**src/rtl/eepw_pkg.sv**
```systemverilog
package eepw_pkg;

    localparam int EEPW_ADDR_W = 17;
    localparam int EEPW_DATA_W = 8;
    localparam int EEPW_PAGE_W = 8;
    localparam int EEPW_CNT_W  = EEPW_ADDR_W + 1;
    localparam int EEPW_PGN_W  = EEPW_ADDR_W - EEPW_PAGE_W;

    typedef logic [EEPW_ADDR_W-1:0] addr_t;
    typedef logic [EEPW_DATA_W-1:0] data_t;
    typedef logic [EEPW_CNT_W-1:0]  cnt_t;
    typedef logic [EEPW_PGN_W-1:0]  pgn_t;

    typedef struct packed {
        addr_t addr;
        data_t data;
    } beat_t;

    typedef enum logic [3:0] {
        S_IDLE,
        S_WAIT,
        S_SETUP,
        S_PULSE,
        S_RECOV,
        S_PROG,
        S_PHOLD,
        S_PREAD,
        S_DONE
    } wst_t;

    function automatic pgn_t page_of(addr_t a);
        return a[EEPW_ADDR_W-1:EEPW_PAGE_W];
    endfunction

    function automatic logic page_last(addr_t a);
        return &a[EEPW_PAGE_W-1:0];
    endfunction

endpackage

```
**src/rtl/eepw_timer.sv**
```systemverilog
module eepw_timer #(
    parameter int W = 8
) (
    input  logic         clk,
    input  logic         rst,
    input  logic         clr,
    output logic [W-1:0] cnt
);
    // saturating up-counter, restarted by clr
    always_ff @(posedge clk) begin
        if (rst || clr)
            cnt <= '0;
        else if (cnt != '1)
            cnt <= cnt + W'(1);
    end
endmodule

```
**src/rtl/eepw_span_chk.sv**
```systemverilog
module eepw_span_chk
    import eepw_pkg::*;
(
    input  addr_t start_addr,
    input  cnt_t  byte_count,
    output logic  ovf,
    output logic  zero
);
    typedef logic [EEPW_CNT_W:0] sum_t;
    localparam sum_t SPACE = sum_t'(1) << EEPW_ADDR_W;

    sum_t end_excl;

    always_comb begin
        end_excl = sum_t'(start_addr) + sum_t'(byte_count);
        ovf      = end_excl > SPACE;
        zero     = byte_count == '0;
    end
endmodule

```
**src/rtl/eep_page_writer.sv**
```systemverilog
module eep_page_writer
    import eepw_pkg::*;
#(
    parameter int SETUP_CYC = 2,
    parameter int PULSE_CYC = 5,
    parameter int RECOV_CYC = 5,
    parameter int GAP_LIMIT = 4000,
    parameter int PROG_CYC  = 500000
) (
    input  logic                   clk,
    input  logic                   rst,
    input  logic                   start,
    input  logic [EEPW_ADDR_W-1:0] start_addr,
    input  logic [EEPW_CNT_W-1:0]  byte_count,
    input  logic                   poll_en,
    input  logic                   s_valid,
    input  logic [EEPW_DATA_W-1:0] s_data,
    output logic                   s_ready,
    output logic [EEPW_ADDR_W-1:0] mem_addr,
    output logic [EEPW_DATA_W-1:0] mem_dout,
    output logic                   mem_drv,
    input  logic [EEPW_DATA_W-1:0] mem_din,
    output logic                   ce_n,
    output logic                   oe_n,
    output logic                   we_n,
    output logic                   busy,
    output logic                   done,
    output logic                   err
);
    localparam int PH_W  = $clog2(SETUP_CYC + PULSE_CYC + RECOV_CYC + 2) + 1;
    localparam int GAP_W = $clog2(GAP_LIMIT + SETUP_CYC + 2) + 1;
    localparam int PRG_W = $clog2(PROG_CYC + 2) + 1;

    localparam logic [PH_W-1:0]  SET_LAST = PH_W'(SETUP_CYC - 1);
    localparam logic [PH_W-1:0]  PUL_LAST = PH_W'(PULSE_CYC - 1);
    localparam logic [PH_W-1:0]  REC_LAST = PH_W'(RECOV_CYC - 1);
    localparam logic [GAP_W-1:0] GAP_TOP  = GAP_W'(GAP_LIMIT);
    localparam logic [GAP_W-1:0] GAP_MAX  = GAP_W'(GAP_LIMIT + SETUP_CYC);
    localparam logic [PRG_W-1:0] PRG_LAST = PRG_W'(PROG_CYC - 1);

    wst_t  st, st_nxt;
    beat_t cur, last;
    cnt_t  remain;
    pgn_t  page_q;
    logic  poll_q, page_open, err_q;
    logic  ovf, zero, stall_close, match, tmo_hit;
    logic  ph_clr, gap_clr, prg_clr;
    logic [PH_W-1:0]  ph_cnt;
    logic [GAP_W-1:0] gap_cnt;
    logic [PRG_W-1:0] prg_cnt;

    eepw_span_chk u_span (
        .start_addr (start_addr),
        .byte_count (byte_count),
        .ovf        (ovf),
        .zero       (zero)
    );

    eepw_timer #(.W(PH_W))  u_ph  (.clk(clk), .rst(rst), .clr(ph_clr),  .cnt(ph_cnt));
    eepw_timer #(.W(GAP_W)) u_gap (.clk(clk), .rst(rst), .clr(gap_clr), .cnt(gap_cnt));
    eepw_timer #(.W(PRG_W)) u_prg (.clk(clk), .rst(rst), .clr(prg_clr), .cnt(prg_cnt));

    assign stall_close = page_open && (gap_cnt >= GAP_TOP);
    assign match       = mem_din == last.data;
    assign tmo_hit     = (prg_cnt >= PRG_LAST) &&
                         ((st == S_PHOLD) || (st == S_PREAD && ph_cnt == PUL_LAST && !match));

    always_comb begin
        st_nxt = st;
        unique case (st)
            S_IDLE:  if (start) st_nxt = (ovf || zero) ? S_DONE : S_WAIT;
            S_WAIT:  if (stall_close) st_nxt = S_PROG;
                     else if (s_valid) st_nxt = S_SETUP;
            S_SETUP: if (ph_cnt == SET_LAST) st_nxt = S_PULSE;
            S_PULSE: if (ph_cnt == PUL_LAST) st_nxt = S_RECOV;
            S_RECOV: if (ph_cnt == REC_LAST)
                         st_nxt = (remain == cnt_t'(1) || page_last(cur.addr)) ? S_PROG : S_WAIT;
            S_PROG:  if (poll_q) st_nxt = S_PHOLD;
                     else if (prg_cnt == PRG_LAST) st_nxt = (remain == '0) ? S_DONE : S_WAIT;
            S_PHOLD: if (tmo_hit) st_nxt = S_DONE;
                     else if (ph_cnt == REC_LAST) st_nxt = S_PREAD;
            S_PREAD: if (ph_cnt == PUL_LAST) begin
                         if (match) st_nxt = (remain == '0) ? S_DONE : S_WAIT;
                         else if (tmo_hit) st_nxt = S_DONE;
                         else st_nxt = S_PHOLD;
                     end
            S_DONE:  st_nxt = S_IDLE;
            default: st_nxt = S_IDLE;
        endcase
    end

    assign ph_clr  = st_nxt != st;
    assign gap_clr = (st == S_SETUP) && (st_nxt == S_PULSE);
    assign prg_clr = (st != S_PROG) && (st_nxt == S_PROG);

    always_ff @(posedge clk) begin
        if (rst) begin
            st        <= S_IDLE;
            cur       <= '0;
            last      <= '0;
            remain    <= '0;
            page_q    <= '0;
            poll_q    <= 1'b0;
            page_open <= 1'b0;
            err_q     <= 1'b0;
        end else begin
            st <= st_nxt;
            if (st == S_IDLE && start) begin
                cur.addr  <= start_addr;
                remain    <= byte_count;
                poll_q    <= poll_en;
                page_open <= 1'b0;
                err_q     <= ovf;
            end
            if (st == S_WAIT && st_nxt == S_SETUP)
                cur.data <= s_data;
            if (gap_clr && !page_open) begin
                page_open <= 1'b1;
                page_q    <= page_of(cur.addr);
            end
            if (st == S_RECOV && st_nxt != S_RECOV) begin
                last     <= cur;
                cur.addr <= cur.addr + addr_t'(1);
                remain   <= remain - cnt_t'(1);
            end
            if (prg_clr)
                page_open <= 1'b0;
            if (tmo_hit)
                err_q <= 1'b1;
        end
    end

    always_comb begin
        s_ready  = (st == S_WAIT) && !stall_close;
        mem_drv  = (st == S_SETUP) || (st == S_PULSE) || (st == S_RECOV);
        we_n     = st != S_PULSE;
        oe_n     = st != S_PREAD;
        ce_n     = !(mem_drv || st == S_WAIT || st == S_PHOLD || st == S_PREAD);
        mem_addr = (st == S_PHOLD || st == S_PREAD) ? last.addr : cur.addr;
        mem_dout = cur.data;
        busy     = st != S_IDLE;
        done     = st == S_DONE;
        err      = err_q;
    end

    AST_WE_HOLD: assert property (@(posedge clk) disable iff (rst)
        (!we_n && $past(!we_n)) |-> ($stable(mem_addr) && $stable(mem_dout)));

    AST_BUS_SAFE: assert property (@(posedge clk) disable iff (rst)
        mem_drv |-> oe_n);

    AST_PAGE_LOCK: assert property (@(posedge clk) disable iff (rst)
        ($fell(we_n) && $past(page_open)) |-> (page_of(mem_addr) == page_q));

    AST_GAP_BOUND: assert property (@(posedge clk) disable iff (rst)
        ($fell(we_n) && $past(page_open)) |-> ($past(gap_cnt) < GAP_MAX));

    AST_RANGE_QUIET: assert property (@(posedge clk) disable iff (rst)
        (st == S_IDLE && start && ovf) |=> (done && err && we_n));

    AST_DONE_PULSE: assert property (@(posedge clk) disable iff (rst)
        done |=> !done);

endmodule

```
**config.mk**
```make
export PLATFORM = sky130hd
export DESIGN_NAME = eep_page_writer
export DESIGN_NICKNAME = d
export VERILOG_FILES = /design/src/rtl/eepw_pkg.sv /design/src/rtl/eepw_timer.sv /design/src/rtl/eepw_span_chk.sv /design/src/rtl/eep_page_writer.sv
export SDC_FILE = /design/constraint.sdc
export NUM_CORES = 1
export LEC_CHECK = 0
export BUFFER_PORTS_ARGS = -buffer_cell sky130_fd_sc_hd__buf_2
export CORE_MARGIN = 2
export CORE_UTILIZATION = 59
export CTS_CLUSTER_SIZE = 10
export DETAILED_ROUTE_END_ITERATION = 10
export HOLD_SLACK_MARGIN = 0.1
export PLACE_DENSITY = 0.83
export SLEW_MARGIN = 15
export SYNTH_ARGS = -nofsm -noshare
export SYNTH_HDL_FRONTEND = slang
export SYNTH_SLANG_ARGS = --single-unit
```
**constraint.sdc**
```tcl
create_clock -name clk -period 4.7 [get_ports clk]
set_input_delay 0.705 -clock clk [delete_from_list [all_inputs] [get_ports clk]]
set_output_delay 0.705 -clock clk [all_outputs]
set_load 0.01 [all_outputs]
```
==> results of run 1 <==
-- kinds of logic after synthesis --
logic type | count (synthesis) | share of synthesized area
and+or+nand+nor | 390 | 0.264
AOI/OAI and AO/OA | 261 | 0.234
DFF | 113 | 0.317
xor gates and xnor gates | 39 | 0.0478
buffers and inverters | 86 | 0.0539
muxes | 23 | 0.0336
adders and majority gates | 28 | 0.0501
-- stage by stage --
| step | utilization | total power, W | setup slack (ns) | instance area (sq um) | hold WS (ns) |
|---|---|---|---|---|---|
| finish | 0.685 | 0.00287 | 1.04 | 8160 | 0.452 |
| global route | 0.685 | 0.00297 | 0.834 | 8160 | 0.468 |
| CTS | 0.685 | 0.00286 | 1.21 | 8160 | 0.452 |
| detailed placement | 0.633 | 0.00151 | 0.818 | 7540 | 0.443 |
| global placement | 0.633 | 0.00151 | 0.875 | 7540 | 0.439 |
| floorplan | - | 0.00137 | 1.52 | 7150 | 0.433 |
-- worst max-delay path by stage --
stage	startpoint	cells past startpoint	slack (ns)	to
after floorplan	start_addr[7]	11	1.52	st[3]$_SDFF_PP0_
after global placement	start_addr[7]	11	0.87	st[3]$_SDFF_PP0_
after detailed placement	start_addr[7]	11	0.82	st[3]$_SDFF_PP0_
after CTS	start_addr[7]	11	1.21	st[3]$_SDFF_PP0_
after global routing	start_addr[7]	11	0.83	st[3]$_SDFF_PP0_
final	start_addr[7]	11	1.04	st[3]$_SDFF_PP0_
-- flip-flops by register name, indices dropped and copies added (netlist names) --
signal and cells:
cur 17, err 1, last 25, mem_dout 8, page_open 1, poll_q 1, remain 18, st 4
u_gap.cnt 13, u_ph.cnt 5, u_prg.cnt 20
-- metal layers --
layer	vias up	GRT usage	share of wire
met3	53	0.0646	0.073
met4	0	0.111	0.028
li1	3490	-	-
met5	-	0	0
met2	288	0.487	0.46
met1	3336	0.412	0.44
-- power groups by stage --
| stage | registers [W] | logic, W | clock network (W) |
|---|---|---|---|
| 3_3_place_gp | 0.00107 | 0.000443 | 0 |
| 2_1_floorplan | 0.00105 | 0.000323 | 0 |
| 6_report | 0.00105 | 0.000460 | 0.00135 |
| 4_1_cts | 0.00105 | 0.000450 | 0.00136 |
| 5_1_grt | 0.00106 | 0.000504 | 0.00141 |
| 3_5_place_dp | 0.00107 | 0.000445 | 0 |
-- final cells by class --
class / count / share of cell area
Multi-Input combinational cell: 741 / 0.551
Sequential cell: 113 / 0.277
Timing Repair Buffer: 93 / 0.0601
Inverter: 29 / 0.0133
Tap cell: 147 / 0.0225
Clock inverter: 11 / 0.0198
Clock buffer: 20 / 0.0559
-- worst max-delay path, cell delays in order --
cell                        delay, ns
sky130_fd_sc_hd__buf_2           0.12
sky130_fd_sc_hd__ha_1            0.40
sky130_fd_sc_hd__a211oi_1        0.34
sky130_fd_sc_hd__nor2_1          0.11
sky130_fd_sc_hd__a2111oi_0       0.54
sky130_fd_sc_hd__o21ai_0         0.18
sky130_fd_sc_hd__a2111oi_0       0.58
sky130_fd_sc_hd__nand4_1         0.16
sky130_fd_sc_hd__o21ai_0         0.46
sky130_fd_sc_hd__a21oi_1         0.14
sky130_fd_sc_hd__o21a_1          0.22
-- placed cells by master, fill, tap and decap left out, drive strengths merged, types with 4 or more instances in the layout --
cell type	synthesis	layout
nand2	120	120
dfxtp	113	113
nor2	111	111
a21oi	95	95
buf	23	93
o21ai	58	58
inv	29	29
xor2	27	27
ha	27	27
nor3	23	23
nand3	22	22
nor4	20	20
clkbuf	34	20
and2	16	16
mux2i	15	15
and3	14	14
nand4	13	13
a211oi	13	13
a31oi	12	12
xnor2	12	12
a32oi	11	11
o21a	9	9
mux2	8	8
or3	8	8
nor2b	7	7
or2	7	7
o211ai	7	7
or4	7	7
nand2b	6	6
a311oi	6	6
a22oi	6	6
o31ai	6	6
clkinv	0	6
and4	5	5
a21o	4	4
o21ba	4	4
bufinv	0	4
==> summary.md, run 1 <==
The critical path in this run is classified as primary input to flip-flop. Along the worst path, the maximum fanout reaches 8. 89 I/O pins were placed. The final number of hold-violating endpoints was 0. The total setup buffers inserted after CTS is 0. The worst reg2reg path depth is 10. The via count of the first global-routing pass came out at 6450.

Entering global routing, the biggest net connects 74 pins. The internal power component was 0.00208 W. The final layout contains 1079 nets.

Commonest register cell after synthesis: sky130_fd_sc_hd__dfxtp_1. The filler cells instantiated in the layout total 959. Measured along the y axis, the die boundary spans 114 microns. The logs give 3.22 nW for the leakage power and 940 for the count of mapped cells out of synthesis. The remaining max-slew budget at the tightest pin was 0.414; the highest clock rate was 0.273 GHz. The first-pass iteration count of the detailed router was 7; the total via count in the routed design was 7167.

Critical hold path startpoint: last[13]$_SDFFE_PP0N_. For the power dissipated by switching net loads, the log shows 0.000787 W. At the pin with the least slew margin, the transition time is 0.879 ns.

STA classifies the critical path startpoint as a primary input. The number of distinct standard cells referenced by the synthesized netlist is 75. TritonCTS built the clock tree. Setup repair after global routing left no endpoint under its margin. TritonCTS created 17 clock buffers. Worst hold path stage count: 2. The max-slew violation count was 0; the area of the mapped netlist was 7150 sq um. In this run the core area contains 40 standard-cell rows. The wire length of the first global-routing pass is 32.0 mm, and the maximum VDD drop is 247 uV. The worst register-to-register path ends at cur[12]$_SDFFE_PP0P_. In this run the power density over the cells is 351 nW/um^2. After clock tree synthesis, the clock-pin slew on the worst setup and hold paths is 0.05 ns. The number of clock sinks was 113; the number of enable-type register cells in the synthesized netlist was 0. The number of design rule violations left after detail routing came out at 0. The share of Yosys cell area claimed by the top area cell type is 0.317, and the combinational cell fraction of total power is 0.160. The most common cell in the synthesized netlist is sky130_fd_sc_hd__nand2_1. For the total routing usage reported by global routing, the log shows 0.306. The sequential-to-total area share from yosys stat came out at 0.317. In the final layout, the multi-input gates occupy 4500 sq um. The path with the worst hold slack has its endpoint at last[13]$_SDFFE_PP0N_.

Registers take 2260 sq um. The synthesized netlist net count is 1024, and the horizontal die dimension is 114 microns. The tools report the critical register-to-register path startpoint as cur[8]$_SDFFE_PP0P_. The tools report the max-cap check violation count as 0. The layout overhead on the synthesized area is 14.2%. At the worst endpoint, the arrival time is 3.96 ns. Share of the clock period used by the worst path: 0.779. The tools report the type of destination of the critical path as a flip-flop.

The initial cell density of the core was 0.600. Using the TritonRoute via totals, the vias-per-cell ratio works out to 6.21. The run gives 0 as the number of antenna violations at the first check in global routing.

The sequential group share of total power is 0.367. For the area inside the core boundary, the log shows 11900 sq um. The minimum clock period after layout is 3.66 ns. The average wire length per cell after detail routing came out at 17.3 microns. Dividing the synthesized area by the synthesized cell count gives 7.60 sq um. 0 antenna diodes ended up in the layout. The net switching share of the total power was 0.275; the worst clock skew was 0.0102 ns.

The worst register-to-register path has a setup slack of 1.18 ns. The logs give 0.42 ns for the latest clock arrival within the worst-skew pair and 13000 sq um for the area of the die. Summed over all layers, the global routing overflow is 0. In this run the deepest clock path goes through 2 buffers.

The final setup violation count was 0. In the post-synthesis netlist, the biggest area contributors are sky130_fd_sc_hd__dfxtp_1, sky130_fd_sc_hd__a21oi_1, sky130_fd_sc_hd__nand2_1, sky130_fd_sc_hd__nor2_1, sky130_fd_sc_hd__ha_1. Wires add up to 19.9 mm. CTS built an H-tree with a depth of 4.

The number of hold buffers added after CTS was 0. By count the netlist is led by sky130_fd_sc_hd__nand2_1, sky130_fd_sc_hd__dfxtp_1, sky130_fd_sc_hd__nor2_1, sky130_fd_sc_hd__a21oi_1, sky130_fd_sc_hd__o21ai_0. Clock root buffer: sky130_fd_sc_hd__clkbuf_16. The run gives 0.473 as the clock network fraction of total power. The DRC marker count from the first detailed-route iteration is 758, and the share of async-settable or async-resettable flops after synthesis is 0. The count of buffers added on input and output ports is 88. Cell taking the most area after synthesis: sky130_fd_sc_hd__dfxtp_1. The tools report the number of placed cells counting well taps as 1123. Routability-driven placement finished with a final weighted congestion of 1.01. The post-detailed-route count of antenna-violating nets is 0, and the post-CTS resize count is 0. The final non-filler cell total was 1154; the synthesis warning total was 0. The flow ran to the end, and the final reports show no timing, DRC or antenna violations. The final-layout setup total negative slack is 0 ns, and the number of register bits inferred by synthesis is 113.

At the worst endpoint, the required time is 5.00 ns. The wire-length estimate of the detail-placed layout is 13.8 mm. The fraction of final layout cells sized beyond drive strength 1 was 0.154. In this run the worst hold path is classified as flip-flop to flip-flop.
Power figures use the tool's default switching activity.
==> inputs of run 2 (changes only) <==
==> constraint.sdc (replaced) <==
create_clock -name clk -period 3.7 [get_ports clk]
set_input_delay 0.555 -clock clk [delete_from_list [all_inputs] [get_ports clk]]
set_output_delay 0.555 -clock clk [all_outputs]
set_load 0.01 [all_outputs]
==> run 2 against run 1 <==
Compared with the run above: register-to-register slack got worse by 0.71 ns; utilization fell by 0.073 points; clock skew fell by 0.0032 ns; non-clock buffer count rose by 8; clock power rose by 10%; via count rose by 2.0%; hold slack got worse by 0.068 ns; sequential share of layout area barely moved.
==> summary.md, run 2 (synthesized netlist as in run 1, its figures left out) <==
For the overall overflow remaining after global route, the log shows 0. The average wire length per cell after detail routing is 17.3 microns, and the max-slew violation count is 0. For hold timing, the worst endpoint is mem_dout[2]$_SDFFE_PP0P_. Number of H-tree branching levels: 4.

The endpoint identified for the worst register-to-register timing path is cur[12]$_SDFFE_PP0P_. The first-pass iteration count of the detailed router is 6, and the fraction of final layout cells sized beyond drive strength 1 is 0.161. In the layout the commonest cells are sky130_fd_sc_hd__nand2_1, sky130_fd_sc_hd__dfxtp_1, sky130_fd_sc_hd__nor2_1. The tools report the register area as 2260 sq um. The tools report the type of destination of the critical path as a flip-flop. The logs give 0.390 for the sequential group share of total power and 0.964 for the global placer's final weighted congestion.

Entering global routing, the biggest net connects 58 pins. For the pin with the worst max-slew slack, the measured transition is 0.868 ns. The category of the most critical setup path is flip-flop to flip-flop. Power spread over the standard cell area amounts to 420 nW/um^2. The number of placed cells counting well taps is 1131. The run gives 0.600 as the initial cell density of the core.

The clock network fraction of total power is 0.435, and the number of flip-flops under the largest register name is 25. The area growth from synthesis to layout is 14.1%. For this block, the routed nets add up to 20.1 mm of wire. Setup violations remaining at the end of the flow were counted as 0. In the final layout, the registers with the most flip-flops are last x25, u_prg.cnt x20, remain x18.

The worst setup slack after layout was 0.474 ns; the number of antenna violations at the first check in global routing was 0. In this run the deepest clock path goes through 2 buffers. The flow ran to the end, and the final reports show no timing, DRC or antenna violations. The overall power consumption came out at 0.00342 W. Setup repair after global routing left no endpoint under its margin. The share of the clock period used by the worst path works out to 0.872. The routed design could run at a clock period as short as 3.23 ns.

OpenSTA, run right after detailed placement, puts the worst setup slack at 0.201 ns. In this run the count of I/O pins placed on the die edge is 89. The logs give 1162 for the final non-filler cell total and 6539 for the via count of the first global-routing pass. The leading cell type in the layout, fill and taps excluded is sky130_fd_sc_hd__nand2_1.

Derived from the worst setup path, the maximum achievable clock frequency is 0.310 GHz. TritonCTS built the clock tree. The worst reg2reg path depth works out to 10. Leakage power: 3.23 nW. The horizontal die dimension is 114 microns.

The worst hold path stage count came out at 3. The die is 114 microns tall. The worst setup path is launched from a flip-flop.

For the count of standard-cell rows, the log shows 40. Buffers added to address setup during post-CTS repair amount to 0. In this run the remaining antenna-violating nets after routing total 0. The region available for standard cell placement spans 11900 sq um. Detailed placement finished with a half-perimeter wire length of 14.2 mm. Ranked by flip-flop count, first place goes to last. In the final timing run, aggregate negative setup slack is 0 ns. For the post-CTS resize count, the log shows 0.

For the combinational cell fraction of total power, the log shows 0.175. The layout has 1006 filler cells. The end-of-flow core utilization is 0.685, and the maximum fanout along the worst path is 22. The net switching share of the total power was 0.291; the count of input and output buffers was 88. Maximum VDD drop: 314 uV. The remaining max-slew budget at the tightest pin is 0.420, and the worst clock skew is 0.00696 ns. Worst hold-check path type: primary input to flip-flop. Summed over all nets, the switching power comes to 0.000996 W. Using the TritonRoute via totals, the vias-per-cell ratio works out to 6.29. Across the run, the number of max-cap violations was 0. The total routing usage reported by global routing is 0.304, and the total via count in the routed design is 7308. Critical register-to-register path startpoint: remain[4]$_SDFFE_PP0P_.

For flop-to-flop paths, the worst setup slack is 0.47 ns. Summing all multi-input logic gate instances after layout gives 4500 sq um. For the number of clock sinks, the log shows 113. For this run, design rule violations remaining after detail routing come to 0. The logs give 0 for the number of antenna cells inserted and 13000 sq um for the area of the die. Data arrives at the worst endpoint at 3.49 ns.

Critical hold path startpoint: s_data[2]. The detailed router finished its first iteration with 880 violations. Cell internal power was estimated by the tool at 0.00243 W.

The logs give 0 for the final number of hold-violating endpoints and 31.8 mm for the wire length of the first global-routing pass. The clock reaches the later pin of the worst-skew pair after 0.41 ns. The number of hold buffers added after CTS was 0; the clock slew at the register clock pins of the worst setup and hold paths was 0.05 ns. For the number of CTS-inserted buffers, the log shows 17.

CTS placed an instance of sky130_fd_sc_hd__clkbuf_16 at the clock tree root. The tools report the required arrival time at the worst endpoint as 3.97 ns. In the final design database the tool counted 1087 nets.
-- run 2: cell types whose count changed in the layout (fill, tap and decap cells not counted) --
cell                         change
sky130_fd_sc_hd__buf_12          +1
sky130_fd_sc_hd__buf_4           +7
sky130_fd_sc_hd__bufinv_16       -3
sky130_fd_sc_hd__clkbuf_8        -1
sky130_fd_sc_hd__clkinv_2        +3
sky130_fd_sc_hd__clkinvlp_4      +1
-- run 2: critical path: stages (launching register included) --
cell	delay (ns)
sky130_fd_sc_hd__dfxtp_1	0.33
sky130_fd_sc_hd__or4_1	0.68
sky130_fd_sc_hd__nor4_4	0.32
sky130_fd_sc_hd__nand4_1	0.21
sky130_fd_sc_hd__a211oi_2	0.33
sky130_fd_sc_hd__o31ai_4	0.16
sky130_fd_sc_hd__o21a_2	0.33
sky130_fd_sc_hd__buf_4	0.25
sky130_fd_sc_hd__and2_0	0.19
sky130_fd_sc_hd__o21ai_0	0.19
sky130_fd_sc_hd__a21oi_1	0.09
-- run 2: worst max-delay path by stage --
stage                                       from              endpoint  slack (ns)  cells after the start
after global routing      remain[4]$_SDFFE_PP0P_  cur[12]$_SDFFE_PP0P_        0.29                     10
after floorplan                    start_addr[7]      st[3]$_SDFF_PP0_        0.67                     11
after CTS                 remain[4]$_SDFFE_PP0P_  cur[16]$_SDFFE_PP0P_        0.52                     10
final                     remain[4]$_SDFFE_PP0P_  cur[12]$_SDFFE_PP0P_        0.47                     10
after global placement             start_addr[7]      st[3]$_SDFF_PP0_        0.27                     12
after detailed placement           start_addr[7]      st[3]$_SDFF_PP0_        0.20                     12
-- run 2: metal layers --
| metal | global-route usage | up-vias | wire length (microns) |
|---|---|---|---|
| met5 | 0 | - | 0 |
| met4 | 0.129 | 0 | 592 |
| met3 | 0.0545 | 52 | 1650 |
| met2 | 0.475 | 321 | 9100 |
| met1 | 0.415 | 3414 | 8760 |
| li1 | - | 3521 | - |
-- run 2: layout make-up --
type,instances,share of cell area
inverter,29,0.0133
sequential,113,0.277
clock inverter,12,0.0115
timing repair buffer,101,0.0691
multi-input combinational,741,0.552
clock buffer,19,0.0543
tap,147,0.0226
-- run 2: power groups by stage --
stage	combinational (W)	clock [W]	sequential, W
6_report	0.000600	0.00149	0.00133
5_1_grt	0.000654	0.00156	0.00134
4_1_cts	0.000587	0.00149	0.00133
3_5_place_dp	0.000581	0	0.00135
3_3_place_gp	0.000581	0	0.00135
2_1_floorplan	0.000410	0	0.00134
-- run 2: metrics by stage --
step / instance area (sq um) / hold WS, ns
after floorplan: 7150 / 0.433
after global placement: 7620 / 0.440
after detailed placement: 7620 / 0.443
after CTS: 8150 / 0.372
after global routing: 8150 / 0.402
final: 8150 / 0.384
